===== src/rtl/sdreq_pkg.sv =====
package sdreq_pkg;
    localparam int CH_BITS = 3;
    localparam int NCH     = 1 << CH_BITS;
    localparam int BM_CH   = 4;
    localparam int WORD_W  = NCH - BM_CH - 1;

    typedef enum logic [1:0] {
        RX_IDLE,
        RX_CHAN,
        RX_ACT,
        RX_GAP
    } rx_state_e;
endpackage


===== src/rtl/sdreq_frame_rx.sv =====
module sdreq_frame_rx
    import sdreq_pkg::*;
(
    input  logic               clk,
    input  logic               rst_n,
    input  logic               mclr,
    input  logic               line_n,
    output logic               frm_vld,
    output logic [CH_BITS-1:0] frm_chan,
    output logic               frm_act,
    output logic               frm_err
);
    localparam int CNT_W = (CH_BITS > 1) ? $clog2(CH_BITS) : 1;
    localparam logic [CNT_W-1:0] LAST_BIT = CNT_W'(CH_BITS - 1);

    rx_state_e          state_q, state_d;
    logic [CNT_W-1:0]   bit_cnt;
    logic [CH_BITS-1:0] shift_q;

    // state register
    always_ff @(posedge clk or negedge rst_n) begin
        if (!rst_n) begin
            state_q <= RX_IDLE;
        end else if (mclr) begin
            state_q <= RX_IDLE;
        end else begin
            state_q <= state_d;
        end
    end

    // transitions
    always_comb begin
        state_d = state_q;
        unique case (state_q)
            RX_IDLE: if (!line_n) state_d = RX_CHAN;
            RX_CHAN: if (bit_cnt == LAST_BIT) state_d = RX_ACT;
            RX_ACT:  state_d = RX_GAP;
            RX_GAP:  state_d = RX_IDLE;
            default: state_d = RX_IDLE;
        endcase
    end

    // outputs and datapath
    always_ff @(posedge clk or negedge rst_n) begin
        if (!rst_n) begin
            bit_cnt  <= '0;
            shift_q  <= '0;
            frm_vld  <= 1'b0;
            frm_chan <= '0;
            frm_act  <= 1'b0;
            frm_err  <= 1'b0;
        end else if (mclr) begin
            bit_cnt  <= '0;
            shift_q  <= '0;
            frm_vld  <= 1'b0;
            frm_act  <= 1'b0;
            frm_err  <= 1'b0;
        end else begin
            frm_vld <= 1'b0;
            frm_err <= 1'b0;
            unique case (state_q)
                RX_IDLE: bit_cnt <= '0;
                RX_CHAN: begin
                    shift_q <= {shift_q[CH_BITS-2:0], line_n};
                    bit_cnt <= bit_cnt + 1'b1;
                end
                RX_ACT: begin
                    frm_vld  <= 1'b1;
                    frm_chan <= shift_q;
                    frm_act  <= line_n;
                end
                RX_GAP:  frm_err <= ~line_n;
                default: bit_cnt <= '0;
            endcase
        end
    end
endmodule


===== src/rtl/sdreq_pending.sv =====
module sdreq_pending
    import sdreq_pkg::*;
#(
    parameter int NUM_LINES = 2
) (
    input  logic                              clk,
    input  logic                              rst_n,
    input  logic                              mclr,
    input  logic [NUM_LINES-1:0]              frm_vld,
    input  logic [NUM_LINES-1:0][CH_BITS-1:0] frm_chan,
    input  logic [NUM_LINES-1:0]              frm_act,
    input  logic [NCH-1:0]                    ack,
    output logic [NCH-1:0]                    pending
);
    logic [NCH-1:0] set_m, abd_m;

    always_comb begin
        set_m = '0;
        abd_m = '0;
        for (int l = 0; l < NUM_LINES; l++) begin
            if (frm_vld[l]) begin
                if (frm_act[l]) set_m[frm_chan[l]] = 1'b1;
                else            abd_m[frm_chan[l]] = 1'b1;
            end
        end
    end

    always_ff @(posedge clk or negedge rst_n) begin
        if (!rst_n) begin
            pending <= '0;
        end else if (mclr) begin
            pending <= '0;
        end else begin
            pending <= (pending & ~abd_m & ~ack) | set_m;
        end
    end
endmodule


===== src/rtl/sdreq_class.sv =====
module sdreq_class
    import sdreq_pkg::*;
(
    input  logic [NCH-1:0]    pending,
    output logic [BM_CH-1:0]  byte_pend,
    output logic              bm_req,
    output logic [WORD_W-1:0] word_pend
);
    assign byte_pend = pending[BM_CH-1:0];
    assign bm_req    = pending[BM_CH];
    assign word_pend = pending[NCH-1:BM_CH+1];
endmodule


===== src/rtl/sdreq_decoder.sv =====
module sdreq_decoder
    import sdreq_pkg::*;
#(
    parameter int NUM_LINES = 2
) (
    input  logic                 clk,
    input  logic                 rst_n,
    input  logic                 mclr,
    input  logic [NUM_LINES-1:0] req_n,
    input  logic [NCH-1:0]       ack,
    output logic [NCH-1:0]       pending,
    output logic [BM_CH-1:0]     byte_pend,
    output logic [WORD_W-1:0]    word_pend,
    output logic                 bm_req,
    output logic [NUM_LINES-1:0] frame_err
);
    logic [NUM_LINES-1:0]              frm_vld;
    logic [NUM_LINES-1:0][CH_BITS-1:0] frm_chan;
    logic [NUM_LINES-1:0]              frm_act;

    for (genvar l = 0; l < NUM_LINES; l++) begin : g_rx
        sdreq_frame_rx u_rx (
            .clk      (clk),
            .rst_n    (rst_n),
            .mclr     (mclr),
            .line_n   (req_n[l]),
            .frm_vld  (frm_vld[l]),
            .frm_chan (frm_chan[l]),
            .frm_act  (frm_act[l]),
            .frm_err  (frame_err[l])
        );
    end

    sdreq_pending #(.NUM_LINES(NUM_LINES)) u_pend (
        .clk      (clk),
        .rst_n    (rst_n),
        .mclr     (mclr),
        .frm_vld  (frm_vld),
        .frm_chan (frm_chan),
        .frm_act  (frm_act),
        .ack      (ack),
        .pending  (pending)
    );

    sdreq_class u_class (
        .pending   (pending),
        .byte_pend (byte_pend),
        .bm_req    (bm_req),
        .word_pend (word_pend)
    );
endmodule


===== config.mk =====
export PLATFORM = sky130hd
export DESIGN_NAME = sdreq_decoder
export DESIGN_NICKNAME = d
export VERILOG_FILES = /design/src/rtl/sdreq_pkg.sv /design/src/rtl/sdreq_frame_rx.sv /design/src/rtl/sdreq_pending.sv /design/src/rtl/sdreq_class.sv /design/src/rtl/sdreq_decoder.sv
export SDC_FILE = /design/constraint.sdc
export NUM_CORES = 1
export LEC_CHECK = 0
export CAP_MARGIN = 30
export CORE_ASPECT_RATIO = 0.5
export CORE_UTILIZATION = 50
export CTS_BUF_LIST = sky130_fd_sc_hd__clkbuf_8
export CTS_CLUSTER_SIZE = 8
export DETAILED_ROUTE_END_ITERATION = 10
export PLACE_DENSITY = 0.85
export SYNTH_ARGS = -nofsm -noshare
export SYNTH_HDL_FRONTEND = slang
export SYNTH_SLANG_ARGS = --single-unit
export TNS_END_PERCENT = 20

===== constraint.sdc =====
create_clock -name clk -period 2.36 [get_ports clk]
set_input_delay 0.354 -clock clk [delete_from_list [all_inputs] [get_ports clk]]
set_output_delay 0.354 -clock clk [all_outputs]
set_load 0.03 [all_outputs]

## Yosys cells after proc, flatten, opt, wreduce, memory -nomap -nowiden

Index checks and enable logic that the tools add are counted.

- Bits in latches: 0
- ROM bits: 0
- Output and inout port bits: 18
- Bits in registers: 34
- Memories kept: 0
- RAM bits: 0

- Equality and inequality tests: 12
- Bitwise gates (word level): 10
- Multiply operators: 0
- Divide/modulo/power cells: 0
- Shift operators: 0
- $add $sub $neg: 2
- Order comparisons: 4
- Reductions and logical operators: 14
- Muxes and demuxes: 41

Operators with widths:

| cell | number |
|---|---|
| $mux W8 | 9 |
| $or A8 B8 Y8 | 3 |
| $and A8 B8 Y8 | 2 |
| $mux W2 | 8 |
| $not A8 Y8 | 2 |
| $pmux W2 S4 | 2 |
| $mux W1 | 14 |
| $eq A2 B2 Y1 const B | 6 |
| $mux W3 | 4 |
| $lt A3 B4 Y1 const B | 2 |
| $pmux W2 S2 | 2 |
| $reduce_and A2 Y1 | 4 |
| $reduce_bool A2 Y1 | 4 |
| $demux W1 S3 | 2 |
| $ge A3 B1 Y1 const B | 2 |
| $ne A3 B2 Y1 const B | 2 |
| $ne A3 B3 Y1 const B | 2 |
| $reduce_bool A3 Y1 | 2 |
| $add A2 B1 Y2 const B | 2 |
| $eq A2 B1 Y1 const B | 2 |
| $logic_not A2 Y1 | 2 |
| $not A1 Y1 | 3 |
| $logic_and A1 B1 Y1 | 2 |

## Logic depth before layout (Yosys ltp)

Gate-level depths: netlist (run 1).

- Depth in word-level cells: 14
- Depth in mapped cells: 6
- Depth with buffers taken out: 5

## Modules after synthesis

A second synthesis (run 1) with hierarchy kept.

- Cells, all modules: 190
- Area total of the unflattened synthesis: 1918.1 um^2

By module, submodules not included:

| module | instances | area an instance (um^2) | seq. area each (um^2) | cells an instance |
|---|---|---|---|---|
| sdreq_frame_rx | 2 | 628.1 | 325.3 | 58 |
| sdreq_pending | 1 | 601.8 | 200.2 | 66 |
| sdreq_class | 1 | 60.1 | 0.0 | 8 |

## Worst setup path before layout (run 1)

OpenSTA, ideal clock, no wires.

- Path kind: reg2reg
- From: register g_rx[0].u_rx.state_q[0]
- To: register g_rx[0].u_rx.state_q[1]
- Buffers on the path: 1
- Arrival: 1.348 ns
- Library setup time: 0.077 ns
- Path slack: 0.934 ns
- Cell stages (with the launch flop): 6
- Period minus slack after synthesis: 1.426 ns
- Cell sequence: dfrtp_1 > ha_1 > buf_2 > nor2b_1 > or3b_1 > a21oi_1

- Longest elaborated chain between the ends: 3
- Elaborated cells between the ends (all ways): 9
- Those cells by class: eq/ne: 5; mux: 2; reduce/logical: 2

RTL lines:

| element | RTL line | RTL |
|---|---|---|
| start, declared | sdreq_frame_rx.sv:16 | `rx_state_e state_q, state_d;` |
| start signal, assigned | sdreq_frame_rx.sv:27 | `state_q <= state_d;` |
| $eq A2 B2 Y1 (tied with other cells) | sdreq_frame_rx.sv:34 | `unique case (state_q)` |
| $pmux W2 S4 (tied with other cells) | sdreq_frame_rx.sv:34 |  |
| $mux W2 / $reduce_and A2 Y1 (equally long branches) | n/a |  |

Parallel ways exist; a longest one is shown, timed or not.
A chain may end at the register's enable or synchronous reset.

## Final worst setup path (run 1)

- From: register u_pend.pending[5]
- To: output pending[5]

RTL lines:

| element | RTL line | RTL |
|---|---|---|
| start, declared | sdreq_pending.sv:13 | `output logic [NCH-1:0] pending` |
| start signal, assigned | sdreq_pending.sv:34 | `pending <= (pending & ~abd_m & ~ack) \| set_m;` |
| end, declared | sdreq_decoder.sv:11 | `output logic [NCH-1:0] pending,` |

No word-level cell between the ends.

==> flow_summary.json, run 1 <==
{
  "outcome": "finished clean",
  "syn_area_per_cell_um2": 10.9,
  "finalSetupTns_ns": 0,
  "worst_r2r_endpoint": "g_rx[0].u_rx.state_q[1]",
  "criticalPathCategory": "flip-flop to output pin",
  "nets": 218,
  "fin_crit_sh_pct": 72.8,
  "grt.total_usage_pct": 20.0,
  "cp_slowest_stage_delay_ns": 0.70,
  "path_clk_slew_ns": 0.07,
  "finalSetupViolations": 0,
  "arrival_ns": 1.37,
  "die_width_um": 90.2,
  "drtIter0Drc": 61,
  "layout-drive-gt1-share_pct": 10.3,
  "cts-root-buf": "clkbuf_8",
  "synth_top_family_by_area": "simple AND/OR/NAND/NOR gates",
  "power_density_nw_per_um2": 790,
  "critical_path.slowest_cell": "clkdlybuf4s50_1",
  "n_antenna_cell": 0,
  "clk_path_buf_depth": 2,
  "antenna_found_initial": 0,
  "initial_core_util_pct": 54.6,
  "cts_tree": "yes",
  "hold_class": "input pin to async pin",
  "area_growth_pct": 14.9,
  "drv_cap": 0,
  "setup_ws_ns": 0.641,
  "clock.fmax_mhz": 582,
  "synth_compound_area_share_pct": 8.55,
  "start_kind": "flip-flop",
  "fp.dieH_um": 46.1,
  "cp_cell_sequence": "clkdlybuf4s50_1",
  "pre_cts_ws_ns": 0.684,
  "hold_violations": 0,
  "ant_nets": 0,
  "required_ns": 2.01,
  "ctsResizeCount": 0,
  "vias": 1369,
  "drtPass1Iterations": 4,
  "worst_slew_margin_rel_pct": 69.1,
  "clock_sinks": 34,
  "async_flop_share_pct": 100,
  "critical_path.top_delay_family": "buffers and inverters",
  "core-area_um2": 3570,
  "r2r.worst_path.cells": 5,
  "clock_latency_ns": 0.28,
  "h-tree-depth": 2,
  "grt_pass1_vias": 1330,
  "wl_mm": 3.68,
  "p_leak_nw": 0.932,
  "final_util_pct": 62.7,
  "post_cts_buffers": 0,
  "synthAdderAreaFrac_pct": 6.43,
  "rsz0062_at_grt": "false",
  "routedWlPerCell_um": 14.9,
  "yosys.area_share.simple_pct": 22.6,
  "netlist_instances": 178,
  "netlist_area_um2": 1950,
  "synthXorXnorAreaFrac_pct": 0,
  "ys_warn_count": 0,
  "dp.cells": 239,
  "synth-seq-cells": 34,
  "path_max_fanout": 3,
  "drc_errors": 0,
  "rr_startpoint": "g_rx[0].u_rx.state_q[1]",
  "stdcell_count": 246,
  "syn_nets": 201,
  "cts_hold_buf": 0,
  "pin_count": 31,
  "drv_slew": 0,
  "rows": 15,
  "ys_types": 35,
  "fp.dieArea_um2": 4160,
  "port_buffers": 30,
  "fillerInstances": 272,
  "seq_area_frac_synth_pct": 43.7,
  "ir_drop_mv": 0.313,
  "muxShareOfSynthArea_pct": 8.62,
  "hpwl_mm": 2.51,
  "worst_slew_pin_slew_ns": 0.463,
  "place.gp.congestion": 0.856,
  "fin_skew_ns": 0.00731,
  "crit_buf_inv": 1,
  "gr-total-overflow": 0,
  "grt_pass1_wl_mm": 6.27,
  "via_per_inst": 5.57,
  "cts_made_buffers": 5,
  "r2r_slack_ns": 0.81,
  "multi_input_area_um2": 898,
  "period_minus_slack_ns": 1.72,
  "crit_path_end_kind": "output pin",
  "synth_ff_type": "dfrtp_1",
  "seq_area_um2": 851,
  "grt_max_degree": 35,
  "synth_edf_count": 0
}
==> cells in the final DEF (no fill, tap or decap), types with 3 or more instances in the layout <==
master and count:
ha_1 10, nand4b_1 10, mux2i_1 10, a22oi_1 5, clkbuf_8 5, clkdlybuf4s50_1 30
nor2b_1 10, nor2_1 14, o21ai_0 4, a21oi_1 13, nor4bb_1 4, inv_1 8
mux2_2 6, dfrtp_1 34, buf_4 3
==> per-layer routing <==
metal  routed length [µm]  track usage, %  vias up
met5                    0               0        -
met4                   58            7.74        0
met3                  140            5.45        6
met2                 1760            36.2       32
met1                 1720            24.0      669
li1                     -               -      662
==> Yosys cell counts, types with 3 or more instances <==
cell type  count  area share (%)
inv_1          6             1.2
nor4bb_1       4             2.1
o21ai_0        4             1.0
buf_6          3             1.7
buf_4         13             5.0
ha_1          10             6.4
buf_2          5             1.3
mux2i_1       10             5.1
a21oi_1       13             3.3
nor2_1        14             2.7
a22oi_1        5             1.9
mux2_2         6             3.5
nor2b_1       10             3.2
nand4b_1      10             4.5
dfrtp_1       34              44
==> per-stage QoR <==
| step | total power, mW | cell area (µm²) | hold slack (ns) |
|---|---|---|---|
| floorplan | 1.27 | 1950 | 0.0584 |
| global placement | 1.35 | 2160 | 0.498 |
| detailed placement | 1.38 | 2160 | 0.500 |
| CTS | 1.77 | 2230 | 0.483 |
| global route | 1.89 | 2230 | 0.537 |
| finish | 1.77 | 2230 | 0.474 |
==> registers in the layout, summed over array words and instances, names as in the netlist <==
name,cells
u_pend.pending,8
g_rx.u_rx.frm_chan,6
g_rx.u_rx.shift_q,6
g_rx.u_rx.bit_cnt,4
g_rx.u_rx.state_q,4
g_rx.u_rx.frm_act,2
g_rx.u_rx.frm_err,2
g_rx.u_rx.frm_vld,2
==> where the power goes <==
group	switching, mW	total, mW	internal [mW]
combinational	0.257	0.527	0.270
sequential	0.173	0.851	0.679
clock	0.195	0.389	0.194
total	0.624	1.77	1.14
==> worst max path at each step <==
stage | slack, ns | start | depth (start not counted) | end
2_1_floorplan | 0.93 | g_rx[0].u_rx.state_q[0] | 5 | g_rx[0].u_rx.state_q[1]
3_3_place_gp | 0.74 | mclr | 3 | g_rx[0].u_rx.frm_chan[2]
3_5_place_dp | 0.68 | mclr | 3 | g_rx[1].u_rx.frm_chan[1]
4_1_cts | 0.64 | u_pend.pending[7] | 1 | pending[7]
5_1_grt | 0.62 | u_pend.pending[4] | 1 | bm_req
6_report | 0.64 | u_pend.pending[5] | 1 | pending[5]
==> cell families after synthesis <==
logic type	Yosys count
mux	16
buf+inv	29
compound gates	27
fa+ha+maj	10
flops	34
simple gates	62
==> area by class of cell <==
cell class | instances | share of cell area [%]
clock inverters | 2 | 0.336
repair buffers | 33 | 14.4
well taps | 51 | 2.86
multi-input cells | 115 | 40.2
flip-flops and latches | 34 | 38.1
inverters | 6 | 1.01
clock buffers | 5 | 3.08
(Power assumes the default switching activity.)
==> inputs of run 2 (changes only) <==
clock period = 1.7 ns   (was 2.36 ns; I/O delays follow)
==> run 2 against run 1 <==
  * Combinational power is 57% higher
  * Die area unchanged
  * Routed wire length is 6.3% higher
  * First-iteration DRC count up 9.8%
  * Critical path type unchanged
==> flow_summary.json, run 2 (synthesis gave the netlist of run 1 again) <==
{
  "core-area_um2": 3570,
  "p_leak_nw": 0.975,
  "ctsResizeCount": 0,
  "port_buffers": 30,
  "antenna_found_initial": 0,
  "pin_count": 31,
  "initial_core_util_pct": 54.6,
  "drc_errors": 0,
  "criticalPathCategory": "flip-flop to output pin",
  "mostFrequentLayoutCell": "dfrtp_1",
  "h-tree-depth": 2,
  "p_total_mw": 2.70,
  "rr_startpoint": "g_rx[1].u_rx.state_q[0]",
  "largest_reg_flops": 8,
  "arrival_ns": 1.38,
  "fin_skew_ns": 0.00315,
  "clk_path_buf_depth": 2,
  "largest_register": "u_pend.pending",
  "grt_pass1_wl_mm": 6.55,
  "fin_crit_sh_pct": 96.2,
  "critical_path.top_delay_family": "buffers and inverters",
  "path_clk_slew_ns": 0.07,
  "drtIter0Drc": 67,
  "cts_tree": "yes",
  "period_minus_slack_ns": 1.64,
  "crit_buf_inv": 1,
  "cts_made_buffers": 5,
  "grt_pass1_vias": 1364,
  "cts_hold_buf": 0,
  "n_antenna_cell": 0,
  "grt_max_degree": 35,
  "power_density_nw_per_um2": 1170,
  "cp_slowest_stage_delay_ns": 0.69,
  "wl_mm": 3.91,
  "cts-root-buf": "clkbuf_8",
  "required_ns": 1.44,
  "clock_latency_ns": 0.29,
  "clock_sinks": 34,
  "finalSetupViolations": 0,
  "ir_drop_mv": 0.468,
  "fp.dieArea_um2": 4160,
  "rows": 15,
  "routedWlPerCell_um": 15.4,
  "critPathLaunch": "u_pend.pending[5]",
  "path_max_fanout": 3,
  "die_width_um": 90.2,
  "area_growth_pct": 18.9,
  "hold_class": "input pin to async pin",
  "hold_violations": 0,
  "worst_slew_margin_rel_pct": 71.6,
  "fp.dieH_um": 46.1,
  "crit_path_end_kind": "output pin",
  "cp_cell_sequence": "clkdlybuf4s50_1",
  "place_area_um2": 2200,
  "finalSetupTns_ns": 0,
  "layout-drive-gt1-share_pct": 14.4,
  "final_cell_mix": "34 x dfrtp_1, 30 x clkdlybuf4s50_1, 14 x nor2_1",
  "ant_nets": 0,
  "hpwl_mm": 2.65,
  "clock.fmax_mhz": 611,
  "via_per_inst": 5.58,
  "rsz0062_at_grt": "false",
  "nets": 224,
  "final_cell_area_um2": 2310,
  "start_kind": "flip-flop",
  "drtPass1Iterations": 4,
  "top_regs": "u_pend.pending: 8 flops, g_rx.u_rx.frm_chan: 6 flops, g_rx.u_rx.shift_q: 6 flops",
  "critical_path.slowest_cell": "clkdlybuf4s50_1",
  "post_cts_buffers": 0,
  "outcome": "finished clean",
  "vias": 1413,
  "drv_slew": 0,
  "grt.total_usage_pct": 21.0,
  "worst_slew_pin_slew_ns": 0.426,
  "gr-total-overflow": 0,
  "place.gp.congestion": 0.846,
  "drv_cap": 0
}
-- run 2: changes by cell type in the layout (fill, tap and decap cells not counted), sizes merged --
| cell | change |
|---|---|
| clkbuf | +3 |
| buf | +6 |
| inv | -2 |
-- run 2: final cells by class --
cell class | instances | area, µm²
timing repair buffer | 39 | 368
multi-input combinational | 115 | 898
fill | 267 | 1250
tap | 51 | 63.8
inverter | 6 | 22.5
clock buffer | 8 | 110
sequential | 34 | 851
-- run 2: report_power, final --
part           switching [mW]  internal [mW]
Clock                   0.302          0.409
Sequential              0.216          0.942
Combinational           0.405          0.421
-- run 2: final timing paths --
kind | endpoint | cells past startpoint | slack [ns]
min in group clk | g_rx[1].u_rx.bit_cnt[1] | 2 | 0.52
max in group asynchronous | u_pend.pending[2] | 2 | 1.03
hold / removal | g_rx[0].u_rx.state_q[0] | 2 | 0.36
setup reg to reg | g_rx[1].u_rx.frm_chan[1] | 4 | 0.14
hold reg to reg | g_rx[1].u_rx.bit_cnt[1] | 2 | 0.52
setup / recovery | word_pend[0] | 1 | 0.06
-- run 2: per-stage QoR --
step	util, %	setup slack (ns)	hold WS, ns	cells
6_report	64.9	0.0643	0.361	253
5_1_grt	64.9	0.0353	0.434	253
4_1_cts	64.9	0.0675	0.385	253
3_5_place_dp	61.8	0.125	0.517	245
3_3_place_gp	61.8	0.179	0.498	245
2_1_floorplan	-	0.274	-0.0406	178
-- run 2: worst reg2reg max path, cell delays in order (launching register included) --
cell and delay [ns]:
dfrtp_1 0.43, inv_1 0.11, ha_1 0.20, nor2b_1 0.33
mux2_2 0.39
-- run 2: layer usage --
metal / track usage (%) / up-vias / share of wire (%)
met2: 37.6 / 47 / 49
met3: 4.79 / 5 / 4.6
li1: - / 676 / -
met1: 25.9 / 685 / 45
met4: 8.39 / 0 / 1.1
met5: 0 / - / 0
